==> config.mk <==
export PLATFORM = sky130hd
export DESIGN_NAME = xlt_ctrl_regs
export DESIGN_NICKNAME = d
export VERILOG_FILES = /design/src/rtl/xlt_ctrl_pkg.sv /design/src/rtl/xlt_mode_ctrl.sv /design/src/rtl/xlt_irq_regs.sv /design/src/rtl/xlt_ctrl_regs.sv
export SDC_FILE = /design/constraint.sdc
export NUM_CORES = 1
export LEC_CHECK = 0
export BUFFER_PORTS_ARGS = -buffer_cell sky130_fd_sc_hd__buf_2
export CAP_MARGIN = 25
export CORE_AREA = 2 2 118 120
export CTS_CLUSTER_DIAMETER = 200
export DETAILED_ROUTE_END_ITERATION = 7
export DIE_AREA = 0 0 120 122
export GPL_TIMING_DRIVEN = 0
export PLACE_DENSITY = 0.66
export REMOVE_ABC_BUFFERS = 1
export SLEW_MARGIN = 20
export SYNTH_ARGS = -nofsm -noshare
export SYNTH_HDL_FRONTEND = slang
export SYNTH_SLANG_ARGS = --single-unit
==> constraint.sdc <==
create_clock -name clk -period 2.65 [get_ports clk]
set_input_delay 0.1325 -clock clk [delete_from_list [all_inputs] [get_ports clk]]
set_output_delay 0.1325 -clock clk [all_outputs]
set_load 0.05 [all_outputs]
==> src/rtl/xlt_ctrl_pkg.sv <==
`timescale 1ns/1ps
package xlt_ctrl_pkg;
  localparam int OFS_W = 8;

  localparam logic [OFS_W-1:0] OFS_DIR   = 8'h00;
  localparam logic [OFS_W-1:0] OFS_STAT  = 8'h04;
  localparam logic [OFS_W-1:0] OFS_CMD   = 8'h08;
  localparam logic [OFS_W-1:0] OFS_FADDR = 8'h0C;
  localparam logic [OFS_W-1:0] OFS_LINE  = 8'h10;
  localparam logic [OFS_W-1:0] OFS_RAW   = 8'h14;
  localparam logic [OFS_W-1:0] OFS_CLR   = 8'h18;
  localparam logic [OFS_W-1:0] OFS_MASK  = 8'h1C;
  localparam logic [OFS_W-1:0] OFS_MSKD  = 8'h20;
  localparam logic [OFS_W-1:0] OFS_GATE  = 8'h24;

  typedef enum logic [2:0] {
    CMD_PG_ON    = 3'd0,
    CMD_PG_OFF   = 3'd1,
    CMD_ST_ON    = 3'd2,
    CMD_ST_OFF   = 3'd3,
    CMD_FLUSH    = 3'd4,
    CMD_FLT_DONE = 3'd5,
    CMD_WIPE     = 3'd6,
    CMD_NOP      = 3'd7
  } cmd_e;

  localparam int ST_PAGING = 0;
  localparam int ST_FAULT  = 1;
  localparam int ST_STALL  = 2;
  localparam int ST_IDLE   = 3;
  localparam int ST_REPLAY = 4;
  localparam int ST_FWRITE = 5;

  localparam int IRQ_PF  = 0;
  localparam int IRQ_BUS = 1;
endpackage

==> src/rtl/xlt_mode_ctrl.sv <==
`timescale 1ns/1ps
module xlt_mode_ctrl
  import xlt_ctrl_pkg::*;
#(
  parameter int DATA_W = 32
) (
  input  logic              clk,
  input  logic              rst,
  input  logic              force_clr,
  input  logic              cmd_valid,
  input  cmd_e              cmd_code,
  input  logic              fault_req,
  input  logic [DATA_W-1:0] fault_va,
  input  logic              fault_write,
  output logic              paging_q,
  output logic              stall_q,
  output logic              fault_q,
  output logic              fault_wr_q,
  output logic [DATA_W-1:0] fault_addr_q
);
  logic take_fault;
  assign take_fault = fault_req && !fault_q;

  always_ff @(posedge clk) begin
    if (rst || force_clr) begin
      paging_q     <= 1'b0;
      stall_q      <= 1'b0;
      fault_q      <= 1'b0;
      fault_wr_q   <= 1'b0;
      fault_addr_q <= '0;
    end else begin
      if (take_fault) begin
        fault_q      <= 1'b1;
        fault_wr_q   <= fault_write;
        fault_addr_q <= fault_va;
      end
      if (cmd_valid) begin
        case (cmd_code)
          CMD_PG_ON:  paging_q <= 1'b1;
          CMD_PG_OFF: begin
            paging_q <= 1'b0;
            stall_q  <= 1'b0;
          end
          CMD_ST_ON:  if (paging_q) stall_q <= 1'b1;
          CMD_ST_OFF: stall_q <= 1'b0;
          CMD_FLT_DONE: fault_q <= 1'b0;
          default: ;
        endcase
      end
    end
  end


  paging_on_cmd_chk: assert property (@(posedge clk) disable iff (rst)
    (cmd_valid && cmd_code == CMD_PG_ON && !force_clr) |=> paging_q);


  stall_needs_paging_chk: assert property (@(posedge clk) disable iff (rst)
    $rose(stall_q) |-> $past(paging_q));


  fault_addr_hold_chk: assert property (@(posedge clk) disable iff (rst)
    (fault_q && fault_req && !force_clr) |=> $stable(fault_addr_q));


  wipe_clears_chk: assert property (@(posedge clk) disable iff (rst)
    force_clr |=> (!paging_q && !stall_q && !fault_q && fault_addr_q == '0));
endmodule

==> src/rtl/xlt_irq_regs.sv <==
`timescale 1ns/1ps
module xlt_irq_regs #(
  parameter int IRQ_W = 2
) (
  input  logic             clk,
  input  logic             rst,
  input  logic             force_clr,
  input  logic [IRQ_W-1:0] set_vec,
  input  logic             clr_we,
  input  logic             mask_we,
  input  logic [IRQ_W-1:0] wdata,
  output logic [IRQ_W-1:0] raw_q,
  output logic [IRQ_W-1:0] mask_q,
  output logic [IRQ_W-1:0] masked,
  output logic             irq
);
  logic [IRQ_W-1:0] clr_bits;
  assign clr_bits = clr_we ? wdata : '0;

  always_ff @(posedge clk) begin
    if (rst || force_clr) begin
      raw_q  <= '0;
      mask_q <= '0;
    end else begin
      raw_q <= (raw_q & ~clr_bits) | set_vec;
      if (mask_we) mask_q <= wdata;
    end
  end

  assign masked = raw_q & mask_q;
  assign irq    = |masked;


  clear_bits_chk: assert property (@(posedge clk) disable iff (rst)
    (clr_we && !force_clr && set_vec == '0) |=> ((raw_q & $past(wdata)) == '0));
endmodule

==> src/rtl/xlt_ctrl_regs.sv <==
`timescale 1ns/1ps
module xlt_ctrl_regs
  import xlt_ctrl_pkg::*;
#(
  parameter int DATA_W     = 32,
  parameter int PAGE_SHIFT = 12,
  parameter int IRQ_W      = 2
) (
  input  logic              clk,
  input  logic              rst,
  input  logic              wr_en,
  input  logic              rd_en,
  input  logic [OFS_W-1:0]  addr,
  input  logic [DATA_W-1:0] wdata,
  output logic [DATA_W-1:0] rdata,
  output logic              rd_valid,
  input  logic              fault_req,
  input  logic [DATA_W-1:0] fault_va,
  input  logic              fault_write,
  input  logic              buserr_req,
  input  logic              walker_idle,
  input  logic              replay_empty,
  output logic              paging_on,
  output logic              stall_on,
  output logic [DATA_W-1:0] dir_base,
  output logic              tlb_flush_all,
  output logic              tlb_inval_line,
  output logic [DATA_W-1:0] tlb_inval_va,
  output logic              clk_gate_en,
  output logic              irq
);
  localparam int BASE_W = DATA_W - PAGE_SHIFT;

  logic              cmd_we, force_clr;
  cmd_e              cmd_code;
  logic              fault_q, fault_wr_q;
  logic [DATA_W-1:0] fault_addr_q;
  logic [BASE_W-1:0] base_q;
  logic              gate_q;
  logic [IRQ_W-1:0]  raw_q, mask_q, masked, set_vec;
  logic [DATA_W-1:0] status, rd_mux;

  assign cmd_we    = wr_en && addr == OFS_CMD;
  assign cmd_code  = cmd_e'(wdata[2:0]);
  assign force_clr = cmd_we && cmd_code == CMD_WIPE;

  xlt_mode_ctrl #(.DATA_W(DATA_W)) mode_i (
    .clk(clk), .rst(rst), .force_clr(force_clr),
    .cmd_valid(cmd_we), .cmd_code(cmd_code),
    .fault_req(fault_req), .fault_va(fault_va), .fault_write(fault_write),
    .paging_q(paging_on), .stall_q(stall_on), .fault_q(fault_q),
    .fault_wr_q(fault_wr_q), .fault_addr_q(fault_addr_q)
  );

  always_comb begin
    set_vec          = '0;
    set_vec[IRQ_PF]  = fault_req;
    set_vec[IRQ_BUS] = buserr_req;
  end

  xlt_irq_regs #(.IRQ_W(IRQ_W)) irq_i (
    .clk(clk), .rst(rst), .force_clr(force_clr), .set_vec(set_vec),
    .clr_we(wr_en && addr == OFS_CLR), .mask_we(wr_en && addr == OFS_MASK),
    .wdata(wdata[IRQ_W-1:0]), .raw_q(raw_q), .mask_q(mask_q),
    .masked(masked), .irq(irq)
  );

  always_ff @(posedge clk) begin
    if (rst || force_clr) begin
      base_q <= '0;
      gate_q <= 1'b0;
    end else if (wr_en) begin
      if (addr == OFS_DIR)  base_q <= wdata[DATA_W-1:PAGE_SHIFT];
      if (addr == OFS_GATE) gate_q <= wdata[0];
    end
  end

  always_ff @(posedge clk) begin
    if (rst) begin
      tlb_flush_all  <= 1'b0;
      tlb_inval_line <= 1'b0;
      tlb_inval_va   <= '0;
    end else begin
      tlb_flush_all  <= cmd_we && cmd_code == CMD_FLUSH;
      tlb_inval_line <= wr_en && addr == OFS_LINE;
      if (wr_en && addr == OFS_LINE) tlb_inval_va <= wdata;
    end
  end

  assign dir_base    = {base_q, {PAGE_SHIFT{1'b0}}};
  assign clk_gate_en = gate_q;

  always_comb begin
    status             = '0;
    status[ST_PAGING]  = paging_on;
    status[ST_FAULT]   = fault_q;
    status[ST_STALL]   = stall_on;
    status[ST_IDLE]    = walker_idle;
    status[ST_REPLAY]  = replay_empty;
    status[ST_FWRITE]  = fault_wr_q;
    status[DATA_W-1]   = !stall_on;
  end

  always_comb begin
    case (addr)
      OFS_DIR:   rd_mux = dir_base;
      OFS_STAT:  rd_mux = status;
      OFS_FADDR: rd_mux = fault_addr_q;
      OFS_RAW:   rd_mux = DATA_W'(raw_q);
      OFS_MASK:  rd_mux = DATA_W'(mask_q);
      OFS_MSKD:  rd_mux = DATA_W'(masked);
      OFS_GATE:  rd_mux = DATA_W'(gate_q);
      default:   rd_mux = '0;
    endcase
  end

  always_ff @(posedge clk) begin
    if (rst) begin
      rdata    <= '0;
      rd_valid <= 1'b0;
    end else begin
      rd_valid <= rd_en;
      if (rd_en) rdata <= rd_mux;
    end
  end


  dir_base_keep_chk: assert property (@(posedge clk) disable iff (rst)
    (wr_en && addr == OFS_DIR && !force_clr) |=>
      (dir_base[DATA_W-1:PAGE_SHIFT] == $past(wdata[DATA_W-1:PAGE_SHIFT])));
endmodule

; Word-level counts from Yosys, hierarchy flattened
; Cells that the tools add are included.
[totals]
register_bits = 128
in_bits = 81
out_inout_bits = 103
elab_cells = 62
[classes]
n_eq_ne = 16
mux = 8
bitwise_logic = 4
reduce_logical = 20
[op_table]
columns = operator, n
row1 = $pmux 32 s7, 1
row2 = $eq 8x5->1 const B, 4
row3 = $eq 8x4->1 const B, 2
row4 = $eq 8x6->1 const B, 2
row5 = $eq 3x3->1 const B, 3
row6 = $eq 8x3->1 const B, 1
row7 = $logic_not 8->1, 1
row8 = $logic_and 1x1->1, 7
row9 = $eq 3x2->1 const B, 2
row10 = $reduce_and 2->1, 3
row11 = $and 2x2->2, 2
row12 = $mux 1, 4
row13 = $pmux 1 s2, 2
row14 = $reduce_bool 2->1, 2
row15 = $reduce_or 2->1, 2
row16 = $eq 3x1->1 const B, 1
row17 = $logic_not 3->1, 1
row18 = $reduce_and 3->1, 1
row19 = $logic_not 1->1, 2
row20 = $mux 2, 1
row21 = $ne 2x1->1 const B, 1
row22 = $not 2->2, 1
row23 = $or 2x2->2, 1
row24 = $logic_or 1x1->1, 1

; Depth between registers and ports, before layout
[depth]
depth_word = 6
ltp_mapped = 7
ltp_nobuf = 4

; By module
; Synthesis repeated with hierarchy kept, for this count alone.
[hier_totals]
cells_unflattened = 604
hier_area_um2 = 5287.6
[modules_own_cells]
columns = mod, n_inst, cells_per_inst, area_per_inst_um2
row1 = xlt_ctrl_regs, 1, 430, 3593.4
row2 = xlt_mode_ctrl, 1, 158, 1529.0
row3 = xlt_irq_regs, 1, 16, 165.2

; Worst setup path after synthesis
; OpenSTA, ideal clock, no wires.
[synth_path]
path_type = input port to flip-flop
startpoint = in addr[5]
endpoint = reg rdata[31]
t_arrival_ps = 1390
required_ps = 2583
path_slack_ps = 1193
stages = 6
cell_sequence = buf_6 or4_4 nor3_4 buf_6 nand3_2 a21oi_2
[synth_via]
elab_chain_len = 2
word_cells_on_any_way = 8
[synth_rtl]
columns = item, line_no
row1 = from (decl), xlt_ctrl_regs.sv:13  ; input logic [OFS_W-1:0] addr,
row2 = $eq 8x6->1 (tied with other cells), xlt_ctrl_regs.sv:105  ; case (addr)
row3 = $pmux 32 s7 (*), xlt_ctrl_regs.sv:105
row4 = to (signal assigned), xlt_ctrl_regs.sv:123  ; if (rd_en) rdata <= rd_mux;
row5 = to (decl), xlt_ctrl_regs.sv:15  ; output logic [DATA_W-1:0] rdata,
; Mark *: on every way between the ends. The rest lies on a longest branch, timed or not.
; A chain may end at the register's enable or synchronous reset.

; Worst setup path after layout
[layout_path]
startpoint = in addr[3]
endpoint = reg base_q[7]
[layout_via]
elab_chain_len = 4
word_cells_on_any_way = 6
[layout_rtl]
columns = item, line_no
row1 = $eq 8x4->1, xlt_ctrl_regs.sv:43  ; assign cmd_we = wr_en && addr == OFS_CMD;
row2 = $logic_and 1x1->1, xlt_ctrl_regs.sv:43
row3 = $logic_and 1x1->1, xlt_ctrl_regs.sv:45  ; assign force_clr = cmd_we && cmd_code == CMD_WIPE;
row4 = $logic_or 1x1->1, xlt_ctrl_regs.sv:69  ; if (rst || force_clr) begin
row5 = to (signal assigned), xlt_ctrl_regs.sv:73  ; if (addr == OFS_DIR) base_q <= wdata[DATA_W-1:PAGE_SHIFT];
row6 = to (decl), xlt_ctrl_regs.sv:38  ; logic [BASE_W-1:0] base_q;
; Several ways; a longest one is shown, not always the timed one.

==> metrics.txt <==
final setup fails 0; vias in the first global route around 4800; critical path class in2reg; post-route ant nets 0; actual slew at the worst max-slew pin between 1 and 1.5 ns; dpl hpwl 9240 um; largest net degree at the start of global routing 69; Antenna Cells 0; drt total wl between 15000 and 20000 um; Crit-path slowest cell nand3_1; Die H around 120 um; clock sinks roughly 130; Max VDD drop about 0.44 mV; crit-path cells buf_2 > nor2_4 > nand3_1 > nand2_1 > a21oi_1; CTS tree yes; Die ar. 14600 um^2; GRT Total Usage around a fifth; I/O pin cnt 184; Yosys reg bits roughly 130; Total Power 0.00462 W; Max-slew headroom approximately 30%; Yosys warnings 0; CP startpoint kind input port; Netlist cell types 40; sequential area share after synthesis between 40% and 50%; Worst path max stage delay 0.95 ns; DRC Markers 0; Yosys top cell area share a little under 50%; fin util 54.7%; Max clock buf depth 2; clock latency on the worst-skew pair between 0.4 and 0.5 ns; Starting Density a little under 40%; port bufs between 150 and 200; grt total ovfl 0; CP delay by family, top simple AND/OR/NAND/NOR gates; Post-Syn Area about 5200 um^2; Final Cell Area 7390 um^2; Area Overhead vs Synth 41.9%; TritonCTS Buffers 17; # rows 43; DP Worst Slack about 0.22 ns; Hold WS 0.0201 ns; setup ws final around 0.65 ns; status finished clean; Slew Limit Fails 0; Die W between 100 and 150 um; Final period util approximately three quarters; Initial DRC Count 197; crit end category flip-flop; cell taking the most area after synthesis dfxtp_1; top achievable clock speed 500 MHz; Critical Path RT just under 3 ns; Hold WC Path Type in2reg; core area about 14000 um^2; Arr. time, crit path between 2 and 2.5 ns; CP Buf/Inv Count 1; LEAKAGE between 3 and 4 nW; post-DR wirelength/cell about 15 um; most common cell after layout, fill and taps aside nand2_1; clk root buf clkbuf_16; nets@finish a little over 900; Placement Cell Area slightly above 6000 um^2; min cycle time layout 2.00 ns; max_cap viols 0; post-route clock skew 0.00458 ns; Mapped Avg Cell Area a little over 8 um^2; commonest cells after routing, fill and taps aside nand2_1, buf_2, dfxtp_1, a21oi_1, dlygate4sd3_1; clock-pin slew on the worst setup and hold paths 0.05 ns; initial antenna violation count 0; DR vias/cell approximately 4.9; # fillers about 1200; RSZ-0062 raised after global routing no; RD Place Congestion between 0.7 and 0.8; TritonRoute pass-1 iters 4; Vias just over 5000; Final Hold Viols 0; pwr/cell area about 630 nW/um^2; H-tree Lvls 4; ratio of cells with drive above 1 in the final layout 25.8%; top cells by area, synth dfxtp_1, nand2_1, a21oi_1; cell count after synthesis approximately 640; global-route wire length before repair around 24000 um; Max FO, Critical Path 25
[flip-flops by register name, indices dropped and copies added, names as in the netlist]
register and cells:
base_q 20, clk_gate_en 1, irq_i.mask_q 2, irq_i.raw_q 2
mode_i.fault_addr_q 32, mode_i.fault_q 1, mode_i.fault_wr_q 1, mode_i.paging_q 1
mode_i.stall_q 1, rd_valid 1, rdata 32, tlb_flush_all 1
tlb_inval_line 1, tlb_inval_va 32
[timing repair]
| action | in CTS | in global routing |
|---|---|---|
| endpoints found under the setup margin | 0 | 0 |
| resized for setup | 0 | 0 |
| buffers inserted | 0 | 0 |
| hold buffers | 65 | 0 |
| hold endpoints to repair | 85 | 0 |
[cell usage after synthesis, drive strengths merged]
master	instances
and3	4
a31oi	1
nor3	3
nand4b	1
o211ai	1
or4	1
a32o	1
nor2b	9
nand2	176
clkbuf	28
a32oi	2
dfxtp	128
conb	1
nor3b	2
nor4bb	1
nor4	5
nand3	24
a21oi	121
nand2b	28
o21ai	2
nand3b	2
and4b	1
mux2i	5
nor4b	1
nand4	8
o32a	1
mux2	5
inv	3
a22o	20
o21bai	1
nor2	18
buf	33
and2	1
[worst reg2reg max path: stages (launching register included)]
cell and delay [ns]:
dfxtp_1 0.35, nor2b_4 0.40, buf_16 0.22, nand2_1 0.09
a21oi_1 0.12
[final timing paths]
check             cells past startpoint                      start                                   end  slack, ns
setup / recovery                      5                    addr[3]                base_q[7]$_SDFFE_PP0P_       0.65
hold / removal                        3                   wdata[2]          tlb_inval_va[2]$_SDFFE_PP0P_       0.02
setup reg to reg                      4  mode_i.fault_q$_SDFF_PP0_  mode_i.fault_addr_q[13]$_SDFFE_PP0P_       1.38
hold reg to reg                       2      rdata[1]$_SDFFE_PP0P_                 rdata[1]$_SDFFE_PP0P_       0.45
[where the power goes]
part / internal, W / leakage (nW) / switching [W] / total (W)
registers: 0.00196 / 1.04 / 0.0000172 / 0.00198
clock network: 0.00142 / 0.271 / 0.000807 / 0.00223
logic: 0.000179 / 1.79 / 0.000230 / 0.000408
[layout make-up]
cell class	instances	area (um^2)	share of cell area, %
clock buffer	25	475	6.44
clock inverter	6	82.6	1.12
inverter	3	11.3	0.152
multi-input combinational	457	2390	32.3
sequential	128	2560	34.7
tap	180	225	3.05
timing repair buffer	242	1640	22.2
[cell families (layout without fill, tap and decap cells)]
logic type,count (synthesis),count (layout),share of synthesized area [%]
AOI/OAI and AO/OA,150,150,16.5
buffers and inverters,64,276,6.42
DFF,128,128,49.2
muxes,10,10,2.04
other,1,12,0.0720
and+or+nand+nor,285,285,25.7
[layer usage]
metal	wire length [um]	vias up	GRT usage, %	share of wire [%]
li1	-	2557	-	-
met1	6650	2318	24.7	44
met2	7420	167	36.3	49
met3	924	10	6.09	6.1
met4	116	0	5.29	0.77
met5	0	-	0	0
[metrics by stage]
step | TNS (ns) | std cells
floorplan | 0 | 588
global placement | -127.79 | 939
detailed placement | 0 | 945
CTS | 0 | 1041
global route | 0 | 1041
finish | 0 | 1041
(Power assumes the default switching activity.)
